File: config.mk
export PLATFORM = sky130hd
export DESIGN_NAME = pors_top
export DESIGN_NICKNAME = d
export VERILOG_FILES = /design/src/rtl/pors_pkg.sv /design/src/rtl/pors_sync.sv /design/src/rtl/pors_fsm.sv /design/src/rtl/pors_ext.sv /design/src/rtl/pors_top.sv
export SDC_FILE = /design/constraint.sdc
export NUM_CORES = 1
export LEC_CHECK = 0
export CORE_MARGIN = 8
export CORE_UTILIZATION = 45
export DETAILED_ROUTE_END_ITERATION = 10
export PLACE_DENSITY = 0.67
export SETUP_SLACK_MARGIN = 0.2
export SLEW_MARGIN = 10
export SYNTH_ARGS = -nofsm -noshare
export SYNTH_HDL_FRONTEND = slang
export SYNTH_SLANG_ARGS = --single-unit
File: constraint.sdc
create_clock -name clk -period 2.7 [get_ports clk]
set_input_delay 0.54 -clock clk [delete_from_list [all_inputs] [get_ports clk]]
set_output_delay 0.54 -clock clk [all_outputs]
set_load 0.02 [all_outputs]
File: src/rtl/pors_pkg.sv
package pors_pkg;
  typedef enum logic [1:0] {SQ_START, SQ_HOLD, SQ_DONE} sq_state_e;
  localparam logic [2:0] CAUSE_GENERAL = 3'd0;
  localparam logic [2:0] CAUSE_MAIN    = 3'd1;
endpackage

File: src/rtl/pors_sync.sv
module pors_sync #(
  parameter int STAGES = 2
) (
  input  logic clk,
  input  logic clr_n,
  output logic ok
);
  logic [STAGES-1:0] sh;

  // assertion is asynchronous, deassertion walks through STAGES flops
  always_ff @(posedge clk or negedge clr_n) begin
    if (!clr_n) sh <= '0;
    else        sh <= {sh[STAGES-2:0], 1'b1};
  end

  assign ok = sh[STAGES-1];
endmodule

File: src/rtl/pors_fsm.sv
module pors_fsm
  import pors_pkg::*;
#(
  parameter int STARTUP_CYC = 64,
  parameter int HOLD_CYC    = 3
) (
  input  logic clk,
  input  logic clr_n,
  input  logic go,
  output logic clk_en,
  output logic cpu_rel,
  output logic per_rel,
  output logic done_p
);
  localparam int MAXC = (STARTUP_CYC > HOLD_CYC) ? STARTUP_CYC : HOLD_CYC;
  localparam int CW   = $clog2(MAXC + 1);

  sq_state_e     state;
  logic [CW-1:0] cnt;

  always_ff @(posedge clk or negedge clr_n) begin
    if (!clr_n) begin
      state   <= SQ_START;
      cnt     <= '0;
      clk_en  <= 1'b0;
      cpu_rel <= 1'b0;
      per_rel <= 1'b0;
    end else begin
      case (state)
        SQ_START: if (go) begin
          if (cnt == CW'(STARTUP_CYC - 1)) begin
            state  <= SQ_HOLD;
            cnt    <= '0;
            clk_en <= 1'b1;
          end else begin
            cnt <= cnt + 1'b1;
          end
        end
        SQ_HOLD: begin
          if (cnt == CW'(HOLD_CYC - 1)) begin
            state   <= SQ_DONE;
            cpu_rel <= 1'b1;
            per_rel <= 1'b1;
          end else begin
            cnt <= cnt + 1'b1;
          end
        end
        default: ;
      endcase
    end
  end

  assign done_p = (state == SQ_HOLD) && (cnt == CW'(HOLD_CYC - 1));


  hold_len_chk: assert property (@(posedge clk) disable iff (!clr_n)
    $rose(cpu_rel) |-> ($past(clk_en, 3) && !$past(clk_en, 4)));


  clk_en_first_chk: assert property (@(posedge clk) disable iff (!clr_n)
    cpu_rel |-> clk_en);
endmodule

File: src/rtl/pors_ext.sv
module pors_ext #(
  parameter int LEN_W = 4
) (
  input  logic             clk,
  input  logic             clr_n,
  input  logic             go,
  input  logic [LEN_W-1:0] len,
  output logic             ext_rel
);
  localparam int CW  = (1 << LEN_W) + 1;
  localparam int LW1 = LEN_W + 1;

  logic [LW1-1:0] shamt;
  logic [CW-1:0]  lim;
  logic [CW-1:0]  cnt;

  assign shamt = {1'b0, len} + LW1'(1);
  assign lim   = (CW'(1) << shamt) - CW'(1);

  always_ff @(posedge clk or negedge clr_n) begin
    if (!clr_n) begin
      cnt     <= '0;
      ext_rel <= 1'b0;
    end else if (go && !ext_rel) begin
      if (cnt == lim) ext_rel <= 1'b1;
      else            cnt     <= cnt + 1'b1;
    end
  end


  ext_hold_chk: assert property (@(posedge clk) disable iff (!clr_n)
    ext_rel |=> ext_rel);
endmodule

File: src/rtl/pors_top.sv
module pors_top
  import pors_pkg::*;
#(
  parameter int STARTUP_CYC = 64,
  parameter int HOLD_CYC    = 3,
  parameter int SYNC_STAGES = 2,
  parameter int LEN_W       = 4
) (
  input  logic             clk,
  input  logic             bkup_por_n,
  input  logic             main_por_n,
  input  logic             cfg_we,
  input  logic [LEN_W-1:0] cfg_len,
  output logic             bkup_rst_n,
  output logic             cpu_rst_n,
  output logic             periph_rst_n,
  output logic             ext_rst_n,
  output logic             cpu_clk_en,
  output logic [2:0]       rst_cause
);
  logic             run_n;
  logic             b_ok, m_ok, go, done_p, seen;
  logic [LEN_W-1:0] len_q;

  assign run_n = bkup_por_n & main_por_n;

  pors_sync #(.STAGES(SYNC_STAGES)) u_bsync (.clk(clk), .clr_n(bkup_por_n), .ok(b_ok));
  pors_sync #(.STAGES(SYNC_STAGES)) u_msync (.clk(clk), .clr_n(run_n),      .ok(m_ok));

  assign bkup_rst_n = b_ok;
  assign go         = b_ok & m_ok;

  // mode register lives in the backup domain
  always_ff @(posedge clk or negedge bkup_por_n) begin
    if (!bkup_por_n)  len_q <= '0;
    else if (cfg_we)  len_q <= cfg_len;
  end

  pors_fsm #(.STARTUP_CYC(STARTUP_CYC), .HOLD_CYC(HOLD_CYC)) u_fsm (
    .clk(clk), .clr_n(run_n), .go(go), .clk_en(cpu_clk_en),
    .cpu_rel(cpu_rst_n), .per_rel(periph_rst_n), .done_p(done_p)
  );

  pors_ext #(.LEN_W(LEN_W)) u_ext (
    .clk(clk), .clr_n(run_n), .go(go), .len(len_q), .ext_rel(ext_rst_n)
  );

  always_ff @(posedge clk or negedge bkup_por_n) begin
    if (!bkup_por_n) begin
      rst_cause <= CAUSE_GENERAL;
      seen      <= 1'b0;
    end else if (done_p) begin
      rst_cause <= seen ? CAUSE_MAIN : CAUSE_GENERAL;
      seen      <= 1'b1;
    end
  end


  bkup_all_chk: assert property (@(posedge clk) disable iff (!bkup_por_n)
    !bkup_rst_n |-> (!cpu_rst_n && !periph_rst_n && !ext_rst_n && !cpu_clk_en));


  main_drop_chk: assert property (@(posedge clk) disable iff (!bkup_por_n)
    !main_por_n |-> (!cpu_rst_n && !periph_rst_n && !ext_rst_n && !cpu_clk_en));


  ext_after_bkup_chk: assert property (@(posedge clk) disable iff (!bkup_por_n)
    $rose(ext_rst_n) |-> (bkup_rst_n && $past(bkup_rst_n)));
endmodule

==> out/metrics.cfg, run 1 <==
[drt]
vias=1796
avgRoutedWirePerCell_um=14.0
first_iter_violations=62
antenna_left=0
finalWirelength_mm=4.63
viasPerCell=5.43
drc=0
drt-pass1-iter-count=4

[grt]
met3_usage_pct=3.10
grt_antenna_before_repair=0
grt-busiest-layer=met2
grt_pass1_wl_mm=8.23
grt_overflow=0
grt_usage_pct=13.5
grt_max_degree=32
grtUsageMet1_pct=16.9
grt_pass1_vias=1753
use_met2_pct=21.9

[job]
cap_viol_max_count=0

[clocking]
numClockSinks=39
cts_buffer_depth=2
cts_buffers=5
clk_pin_slew_ns=0.08
cts_htree_levels=2
root_buffer=clkbuf_8
clock_latency_ns=0.29
cts_tree=built

[die]
io_pins=16
die_w_um=87.6
die_h_um=87.6
die_area_um2=7680
coreArea_um2=5040
std_cell_rows=26
initial_core_util_pct=45.8

[final_layout]
fin_nets=272
fin_area_um2=2800
antennaDiodeCount=0
layout-drive-gt1-share_pct=19.2
areaGrowthSynthToFinish_pct=21.2

[timing]
finalHoldViolCount=0
tightest_slew_ns=0.615
rsz0062_at_grt=yes
setup_slack_ns=-0.0289
fin_setup_tns_ns=-0.0289
fin_skew_ns=0.0111
max-slew-margin-rel_pct=58.6
whs_ns=0.345
layout_min_cycle_time_ns=2.73
slew_viol_final=0
final.period_utilization_pct=101
finalSetupViolations=1
fmax_mhz=366

[critical_path]
worst_path_largest_cell_delay_ns=0.40
critical_path_required_ns=2.88
slowest_stage=dfrtp_1
crit_family=simple AND/OR/NAND/NOR gates
r2r_end=u_ext.cnt[1]$_DFFE_PN0P_
reg2reg_slack_ns=-0.03
critical_path_class=reg -> reg
rr_startpoint=len_q[3]$_DFFE_PN0P_
worstPathArrival_ns=2.90
worstSetupEndpointType=register
cp_max_fo=4
timing.critical_path.buf_inv=1
cp_cell_sequence=nor2_2 > nand2_1 > ha_4 > buf_6 > or3b_1 > and2_1 > o221a_1 > nor4_4 > nand4_4 > nand2_2 > mux2_4
cp-start-kind=register
ff2ff_path_depth=11

[power]
p_per_area_nw_per_um2=645
p_leak_nw=1.22
total_power_mw=1.81
vdd_drop_max_v=0.000484

[min_path]
whs_endpoint=u_bsync.sh[1]$_DFF_PN0_
whs_path_depth=0
worst_hold_path_type=reg -> reg
hold_path.startpoint=u_bsync.sh[0]$_DFF_PN0_

[synth]
ys_seq_elements=39
synth_commonest_cells=39 x dfrtp_1, 23 x xnor2_1, 13 x nand2_1
syn_inst=234
ys_warn_count=0
synth_area_per_cell_um2=9.87
synth_most_common_cell=dfrtp_1
yosys.area.top_type=dfrtp_1
syn-cell-area_um2=2310
synth_top_cell_area_share_pct=42.3
synth_ff_type=dfrtp_1
ys_seq_area_share_pct=42.3
netlist_top_cells_area=dfrtp_1 42%, xnor2_1 8.7%, and3_1 3.0%
ys_types=56
synth-edff-count=0
async_flop_share_pct=100

[place]
post-place-ws_ns=-0.0458
place_area_um2=2540
hpwl_mm=3.34
portBuffers=13
place.gp.congestion=0.764

[status]
violations=negative setup slack
status=finished, violations left

-- layout by cell type (no fill, tap or decap), types with 7 or more instances in the layout --
master | netlist | layout
dfrtp_1 | 39 | 39
xnor2_1 | 23 | 22
buf_4 | 4 | 18
clkdlybuf4s50_1 | 0 | 13
nand2_1 | 13 | 12
o21ai_0 | 11 | 11
and3_1 | 11 | 11
nand3_1 | 11 | 11
nor2_1 | 11 | 9
a21oi_1 | 9 | 9
nand4_1 | 7 | 7
-- worst max-delay path by stage --
| stage | from | to | depth (start not counted) |
|---|---|---|---|
| final | len_q[3]$_DFFE_PN0P_ | u_ext.cnt[1]$_DFFE_PN0P_ | 11 |
| after detailed placement | len_q[2]$_DFFE_PN0P_ | u_ext.cnt[1]$_DFFE_PN0P_ | 10 |
| after global routing | len_q[1]$_DFFE_PN0P_ | u_ext.cnt[1]$_DFFE_PN0P_ | 11 |
| after floorplan | len_q[2]$_DFFE_PN0P_ | u_ext.cnt[1]$_DFFE_PN0P_ | 8 |
| after global placement | len_q[1]$_DFFE_PN0P_ | u_ext.cnt[1]$_DFFE_PN0P_ | 10 |
| after CTS | len_q[3]$_DFFE_PN0P_ | u_ext.cnt[1]$_DFFE_PN0P_ | 11 |
-- layer usage --
metal	part of all wire, %	vias up
li1	-	892
met1	46	873
met2	49	23
met3	3.1	8
met4	1.5	0
met5	0	-
-- through the flow --
| stage | util, % | instances |
|---|---|---|
| 2_1_floorplan | - | 237 |
| 3_3_place_gp | 50.5 | 315 |
| 3_5_place_dp | 50.5 | 315 |
| 4_1_cts | 54.7 | 330 |
| 5_1_grt | 55.5 | 331 |
| 6_report | 55.5 | 331 |
-- registers in the layout, indices dropped and copies added (netlist names) --
name and cells:
u_ext.cnt 17, u_fsm.cnt 7, len_q 4, u_bsync.sh 2
u_fsm.state 2, u_msync.sh 2, rst_cause 1, seen 1
u_ext.ext_rel 1, u_fsm.clk_en 1, u_fsm.cpu_rel 1
-- power breakdown --
group          internal [mW]  total (mW)  switching, mW
clock                  0.369       0.570          0.201
combinational          0.232       0.441          0.210
sequential             0.672       0.793          0.122
-- kinds of logic after synthesis --
kind of cell    after synthesis  synth area share [%]
xor+xnor                     27                  10.2
flops                        39                  42.3
buf+inv                      21                  4.71
fa+ha+maj                     4                  2.17
mux                           5                  2.44
other cells                   2                 0.325
simple gates                 93                  25.0
compound gates               43                  12.8
-- what timing repair did --
action	in CTS	in global routing
endpoints found under the setup margin	18	18
setup buffers	7	1
hold buffers	0	0
gates cloned	0	0
pin swaps	11	0
gates resized for setup	5	5
hold endpoints to repair	0	0
-- cell type report --
type | count | area [um^2]
clock inverter | 2 | 60.1
sequential | 39 | 976
tap | 70 | 87.6
multi-input combinational | 177 | 1300
clock buffer | 6 | 72.6
inverter | 4 | 15.0
timing repair buffer | 33 | 292
fill | 443 | 2240
No activity file was read; power rests on OpenSTA's default activity.
==> inputs of run 2 (changes only) <==
CORE_MARGIN = not set   (was 8)
CTS_BUF_LIST = sky130_fd_sc_hd__clkbuf_4 sky130_fd_sc_hd__clkbuf_8   (was not set)
==> out/metrics.cfg, run 2 (synthesis gave the netlist of run 1 again) <==
[critical_path]
rr_startpoint=len_q[3]$_DFFE_PN0P_  ; unchanged
ff2ff_path_depth=10  ; was 11
critical_path_required_ns=2.88  ; about the same
critical_path_class=reg -> reg  ; unchanged
worstSetupEndpointType=register  ; unchanged
worstPathArrival_ns=2.85  ; was 2.90 ns
reg2reg_slack_ns=0.03  ; was -0.03 ns
cp_max_fo=4  ; unchanged
r2r_end=u_ext.cnt[1]$_DFFE_PN0P_  ; unchanged
cp-start-kind=register  ; unchanged
crit_end=u_ext.cnt[1]$_DFFE_PN0P_  ; unchanged
cp-startpoint=len_q[3]$_DFFE_PN0P_  ; unchanged

[timing]
rsz0062_at_grt=yes  ; unchanged
finalHoldViolCount=0  ; unchanged
final.period_utilization_pct=99.0  ; was 101%
slew_viol_final=0  ; unchanged
tightest_slew_ns=0.641  ; was 0.615 ns
fmax_mhz=374  ; was 366 MHz
finalSetupViolations=0  ; was 1
whs_ns=0.354  ; was 0.345 ns
layout_min_cycle_time_ns=2.67  ; was 2.73 ns
setup_slack_ns=0.0267  ; was -0.0289 ns
fin_skew_ns=0.00802  ; was 0.0111 ns
max-slew-margin-rel_pct=56.9  ; was 58.6%

[die]
coreArea_um2=4820  ; was 5040 um^2
die_w_um=73.6  ; was 87.6 um
die_area_um2=5420  ; was 7680 um^2
die_h_um=73.6  ; was 87.6 um
std_cell_rows=25  ; was 26
io_pins=16  ; unchanged
initial_core_util_pct=47.9  ; was 45.8%

[grt]
grt_pass1_wl_mm=7.97  ; was 8.23 mm
grt_pass1_vias=1653  ; was 1753
grt_antenna_before_repair=0  ; unchanged
grt_usage_pct=19.3  ; was 13.5%
grt_max_degree=22  ; was 32
grt_overflow=0  ; unchanged

[clocking]
numClockSinks=39  ; unchanged
cts_htree_levels=2  ; unchanged
cts_buffer_depth=2  ; unchanged
root_buffer=clkbuf_8  ; unchanged
cts_buffers=5  ; unchanged
clk_pin_slew_ns=0.08  ; about the same
cts_tree=built  ; unchanged
clock_latency_ns=0.29  ; about the same

[job]
cap_viol_max_count=0  ; unchanged

[final_layout]
areaGrowthSynthToFinish_pct=19.0  ; was 21.2%
final_common_cell=dfrtp_1  ; unchanged
antennaDiodeCount=0  ; unchanged
most-common-layout-cells=39 x dfrtp_1, 23 x xnor2_1, 13 x clkdlybuf4s50_1  ; was 39 x dfrtp_1, 22 x xnor2_1, 18 x buf_4
regMostFlops=u_ext.cnt  ; unchanged
largest_reg_flops=17  ; unchanged
layout-drive-gt1-share_pct=18.8  ; was 19.2%
nFillCells=457  ; was 443
fin_area_um2=2750  ; was 2800 um^2
final_cells=323  ; was 331
reg_top3=u_ext.cnt: 17 flops, u_fsm.cnt: 7 flops, len_q: 4 flops  ; unchanged
fin_nets=267  ; was 272

[place]
portBuffers=13  ; unchanged
place_area_um2=2560  ; was 2540 um^2
dp_cells=313  ; was 315
post-place-ws_ns=-0.0238  ; was -0.0458 ns
hpwl_mm=3.34  ; about the same
place.gp.congestion=0.849  ; was 0.764

[drt]
finalWirelength_mm=4.62  ; was 4.63 mm
avgRoutedWirePerCell_um=14.3  ; was 14.0 um
drt-pass1-iter-count=4  ; unchanged
drc=0  ; unchanged
vias=1775  ; was 1796
first_iter_violations=89  ; was 62
antenna_left=0  ; unchanged
viasPerCell=5.50  ; was 5.43

[power]
p_leak_nw=1.19  ; was 1.22 nW
vdd_drop_max_v=0.000434  ; was 0.000484 V
p_per_area_nw_per_um2=607  ; was 645 nW/um^2

[min_path]
worst_hold_path_type=reg -> reg  ; unchanged

[status]
status=complete, no violations  ; was finished, violations left

## run 2: changes by cell type in the layout (fill, tap and decap cells not counted), moves of 2 or more
cell,before,now
nor4b_2,2,0
bufinv_16,2,0
buf_4,18,12
clkbuf_8,5,7
## run 2: final cells by class
| class | count | area [um^2] | area share (%) |
|---|---|---|---|
| repair buffers | 28 | 263 | 9.56 |
| multi-input cells | 177 | 1310 | 47.5 |
| clock buffers | 8 | 104 | 3.78 |
| well taps | 67 | 83.8 | 3.05 |
| flip-flops and latches | 39 | 976 | 35.5 |
| inverters | 4 | 15.0 | 0.546 |
## run 2: how the worst min path moves through the flow
stage | from | to | slack, ns | cells after the start
final | u_msync.sh[0]$_DFF_PN0_ | u_msync.sh[1]$_DFF_PN0_ | 0.35 | 0
after global routing | u_msync.sh[0]$_DFF_PN0_ | u_msync.sh[1]$_DFF_PN0_ | 0.37 | 0
after CTS | u_msync.sh[0]$_DFF_PN0_ | u_msync.sh[1]$_DFF_PN0_ | 0.36 | 0
after detailed placement | u_msync.sh[0]$_DFF_PN0_ | u_msync.sh[1]$_DFF_PN0_ | 0.34 | 0
after global placement | u_bsync.sh[0]$_DFF_PN0_ | u_bsync.sh[1]$_DFF_PN0_ | 0.33 | 0
after floorplan | bkup_por_n | len_q[0]$_DFFE_PN0P_ | 0.24 | 0
## run 2: stage by stage
step	setup TNS (ns)	power, mW	util [%]
final	0	1.67	57.0
after global routing	-1.00	1.77	57.0
after CTS	-0.0372	1.67	56.1
after detailed placement	-0.0464	1.20	53.2
after global placement	0	1.19	53.2
after floorplan	0	1.08	-
## run 2: report_power, final
part / total (mW) / internal, mW / switching (mW)
combinational: 0.436 / 0.229 / 0.207
sequential: 0.794 / 0.672 / 0.123
clock: 0.437 / 0.243 / 0.194
## run 2: critical path, stage by stage (launching register included)
cell and delay [ns]:
dfrtp_1 0.39, nor2_2 0.15, nand2_2 0.09, ha_4 0.17, or4b_4 0.51, and2_4 0.15, o221a_4 0.21, nor4_4 0.28
nand4_2 0.18, nand2_2 0.13, mux2_4 0.30
## run 2: timing repair
item	in CTS	in global routing
endpoints found under the setup margin	18	18
pin swaps	9	7
gates resized for setup	5	7
hold buffers	0	0
buffers inserted	1	1
## run 2: routing by layer
layer,vias up,part of all wire (%),track usage [%]
met5,-,0,0
met1,874,48,26.9
met4,0,1.5,7.05
met3,7,2.0,2.06
li1,876,-,-
met2,18,49,31.2
==> inputs of run 3 (changes only) <==
ABC_CLOCK_PERIOD_IN_PS = 2700   (was not set)
CORE_UTILIZATION = 55   (was 45)
PLACE_DENSITY = 0.79   (was 0.67)
==> out/metrics.cfg, run 3 (synthesis gave the netlist of run 1 again) <==
[critical_path]
critical_path_class=reg -> reg  ; unchanged
cp_max_fo=5  ; was 4
cpMostUsedCell=buf_6  ; was nand2_2
cp-start-kind=register  ; unchanged
slowest_stage=or4b_4  ; unchanged
crit_family=simple AND/OR/NAND/NOR gates  ; unchanged
worstSetupEndpointType=register  ; unchanged
worstPathArrival_ns=2.91  ; was 2.85 ns
cp_cell_sequence=nor2_2 > nand2_2 > ha_4 > or4b_4 > and2_4 > o221a_4 > nor4_4 > nand4_2 > buf_6 > buf_6 > nand3_2 > xnor2_1  ; was nor2_2 > nand2_2 > ha_4 > or4b_4 > and2_4 > o221a_4 > nor4_4 > nand4_2 > nand2_2 > mux2_4
timing.critical_path.buf_inv=2  ; was 0
ff2ff_path_depth=12  ; was 10
crit_cells=12  ; was 10
worst_path_largest_cell_delay_ns=0.48  ; was 0.51 ns
critical_path_required_ns=2.90  ; was 2.88 ns

[grt]
grt_pass1_wl_mm=7.67  ; was 7.97 mm
grt_pass1_vias=1652  ; was 1653
grt_overflow=0  ; unchanged
grt_max_degree=29  ; was 22
grt_antenna_before_repair=0  ; unchanged
grt_usage_pct=23.4  ; was 19.3%

[die]
die_w_um=66.8  ; was 73.6 um
die_h_um=66.8  ; was 73.6 um
coreArea_um2=4030  ; was 4820 um^2
initial_core_util_pct=57.3  ; was 47.9%
io_pins=16  ; unchanged
die_area_um2=4460  ; was 5420 um^2
std_cell_rows=23  ; was 25

[timing]
slew_viol_final=0  ; unchanged
final.period_utilization_pct=100  ; was 99.0%
finalSetupViolations=1  ; was 0
finalHoldViolCount=0  ; unchanged
whs_ns=0.351  ; was 0.354 ns
setup_slack_ns=-0.00755  ; was 0.0267 ns
fin_skew_ns=0.00363  ; was 0.00802 ns
rsz0062_at_grt=yes  ; unchanged
tightest_slew_ns=0.565  ; was 0.641 ns
fmax_mhz=369  ; was 374 MHz
max-slew-margin-rel_pct=62.0  ; was 56.9%
layout_min_cycle_time_ns=2.71  ; was 2.67 ns

[clocking]
clk_pin_slew_ns=0.07  ; was 0.08 ns
root_buffer=clkbuf_8  ; unchanged
cts_buffer_depth=2  ; unchanged
cts_tree=built  ; unchanged
hold_buffers=0  ; unchanged
cts_htree_levels=2  ; unchanged
clock_latency_ns=0.29  ; about the same
cts_buffers=5  ; unchanged
numClockSinks=39  ; unchanged

[final_layout]
final_common_cell=dfrtp_1  ; unchanged
antennaDiodeCount=0  ; unchanged
most-common-layout-cells=39 x dfrtp_1, 21 x xnor2_1, 14 x buf_4  ; was 39 x dfrtp_1, 23 x xnor2_1, 13 x clkdlybuf4s50_1
layout-drive-gt1-share_pct=23.2  ; was 18.8%
nFillCells=314  ; was 457
utilization_pct=70.2  ; was 57.0%
areaGrowthSynthToFinish_pct=22.4  ; was 19.0%
final_cells=313  ; was 323
reg_top3=u_ext.cnt: 17 flops, u_fsm.cnt: 7 flops, len_q: 4 flops  ; unchanged
fin_nets=274  ; was 267
regMostFlops=u_ext.cnt  ; unchanged
largest_reg_flops=17  ; unchanged

[power]
seqPwrFrac_pct=47.4  ; was 47.6%
vdd_drop_max_v=0.000636  ; was 0.000434 V
p_leak_nw=1.24  ; was 1.19 nW
netSwitchingFraction_pct=31.4  ; about the same
p_sw_mw=0.529  ; was 0.523 mW
combPwrFrac_pct=26.8  ; was 26.2%
pwr-share-clk_pct=25.8  ; was 26.2%
intPower_mw=1.15  ; was 1.14 mW
p_per_area_nw_per_um2=595  ; was 607 nW/um^2

[drt]
vias=1831  ; was 1775
drc=0  ; unchanged
viasPerCell=5.85  ; was 5.50
finalWirelength_mm=4.91  ; was 4.62 mm
avgRoutedWirePerCell_um=15.7  ; was 14.3 um
antenna_left=0  ; unchanged
first_iter_violations=120  ; was 89
drt-pass1-iter-count=4  ; unchanged

[status]
status=finished, violations left  ; was complete, no violations
violations=negative setup slack

[place]
place.gp.congestion=0.810  ; was 0.849
hpwl_mm=3.34  ; about the same
dp_cells=299  ; was 313
portBuffers=13  ; unchanged
post-place-ws_ns=-0.0758  ; was -0.0238 ns

[min_path]
whs_path_depth=0  ; unchanged
worst_hold_path_type=reg -> reg  ; unchanged

[job]
cap_viol_max_count=0  ; unchanged

[run 3: cell types whose count changed in the layout (fill, tap and decap cells not counted), moves of 2 or more]
cell / previous run / this run
buf_4: 12 / 14
buf_6: 2 / 7
xnor2_1: 23 / 21
xnor2_2: 0 / 2
[run 3: layout make-up]
class / instances / area [um^2] / share of cell area, %
tap: 50 / 62.6 / 2.21
clock buffer: 8 / 104 / 3.67
inverter: 4 / 15.0 / 0.531
timing repair buffer: 35 / 319 / 11.3
sequential: 39 / 976 / 34.5
multi-input combinational: 177 / 1350 / 47.8
[run 3: worst paths after layout]
path,startpoint,end,slack [ns]
min in group asynchronous,bkup_por_n,len_q[3]$_DFFE_PN0P_,0.53
worst min register to register,u_msync.sh[0]$_DFF_PN0_,u_msync.sh[1]$_DFF_PN0_,0.35
worst max-delay path,len_q[1]$_DFFE_PN0P_,u_ext.cnt[10]$_DFFE_PN0P_,-0.008
worst min-delay path,u_msync.sh[0]$_DFF_PN0_,u_msync.sh[1]$_DFF_PN0_,0.35
worst max register to register,len_q[1]$_DFFE_PN0P_,u_ext.cnt[10]$_DFFE_PN0P_,-0.008
max in group asynchronous,bkup_por_n,u_fsm.cnt[1]$_DFFE_PN0P_,1.38
[run 3: timing repair]
item,CTS,global route
setup buffers,5,0
pin swaps,7,12
resized for setup,8,16
endpoints found under the setup margin,18,18
gates cloned,1,0
[run 3: metal layers]
metal  routed length, um  global-route usage (%)  vias to the layer above
met4                  81                    6.91                        0
met2                2560                    39.0                       28
met3                 143                    4.11                        7
met5                   0                       0                        -
li1                    -                       -                      893
met1                2130                    30.9                      903
[run 3: worst reg2reg max path: stages, from the launching register on]
cell	delay, ns
dfrtp_1	0.40
nor2_2	0.15
nand2_2	0.08
ha_4	0.17
or4b_4	0.48
and2_4	0.16
o221a_4	0.22
nor4_4	0.28
nand4_2	0.20
buf_6	0.19
buf_6	0.11
nand3_2	0.07
xnor2_1	0.13
[run 3: power by group through the flow]
stage | clock, mW | combinational (mW) | sequential [mW]
after detailed placement | 0 | 0.392 | 0.801
after floorplan | 0 | 0.324 | 0.760
final | 0.434 | 0.451 | 0.797
after global routing | 0.465 | 0.496 | 0.811
after global placement | 0 | 0.381 | 0.795
after CTS | 0.447 | 0.420 | 0.792
[run 3: stage by stage]
stage / instance area, um^2 / total power [mW] / setup TNS (ns)
final: 2830 / 1.68 / -0.00755
after CTS: 2740 / 1.66 / -0.144
after detailed placement: 2550 / 1.19 / -0.237
after floorplan: 2340 / 1.08 / 0
after global routing: 2830 / 1.77 / -1.13
after global placement: 2550 / 1.18 / -0.00904
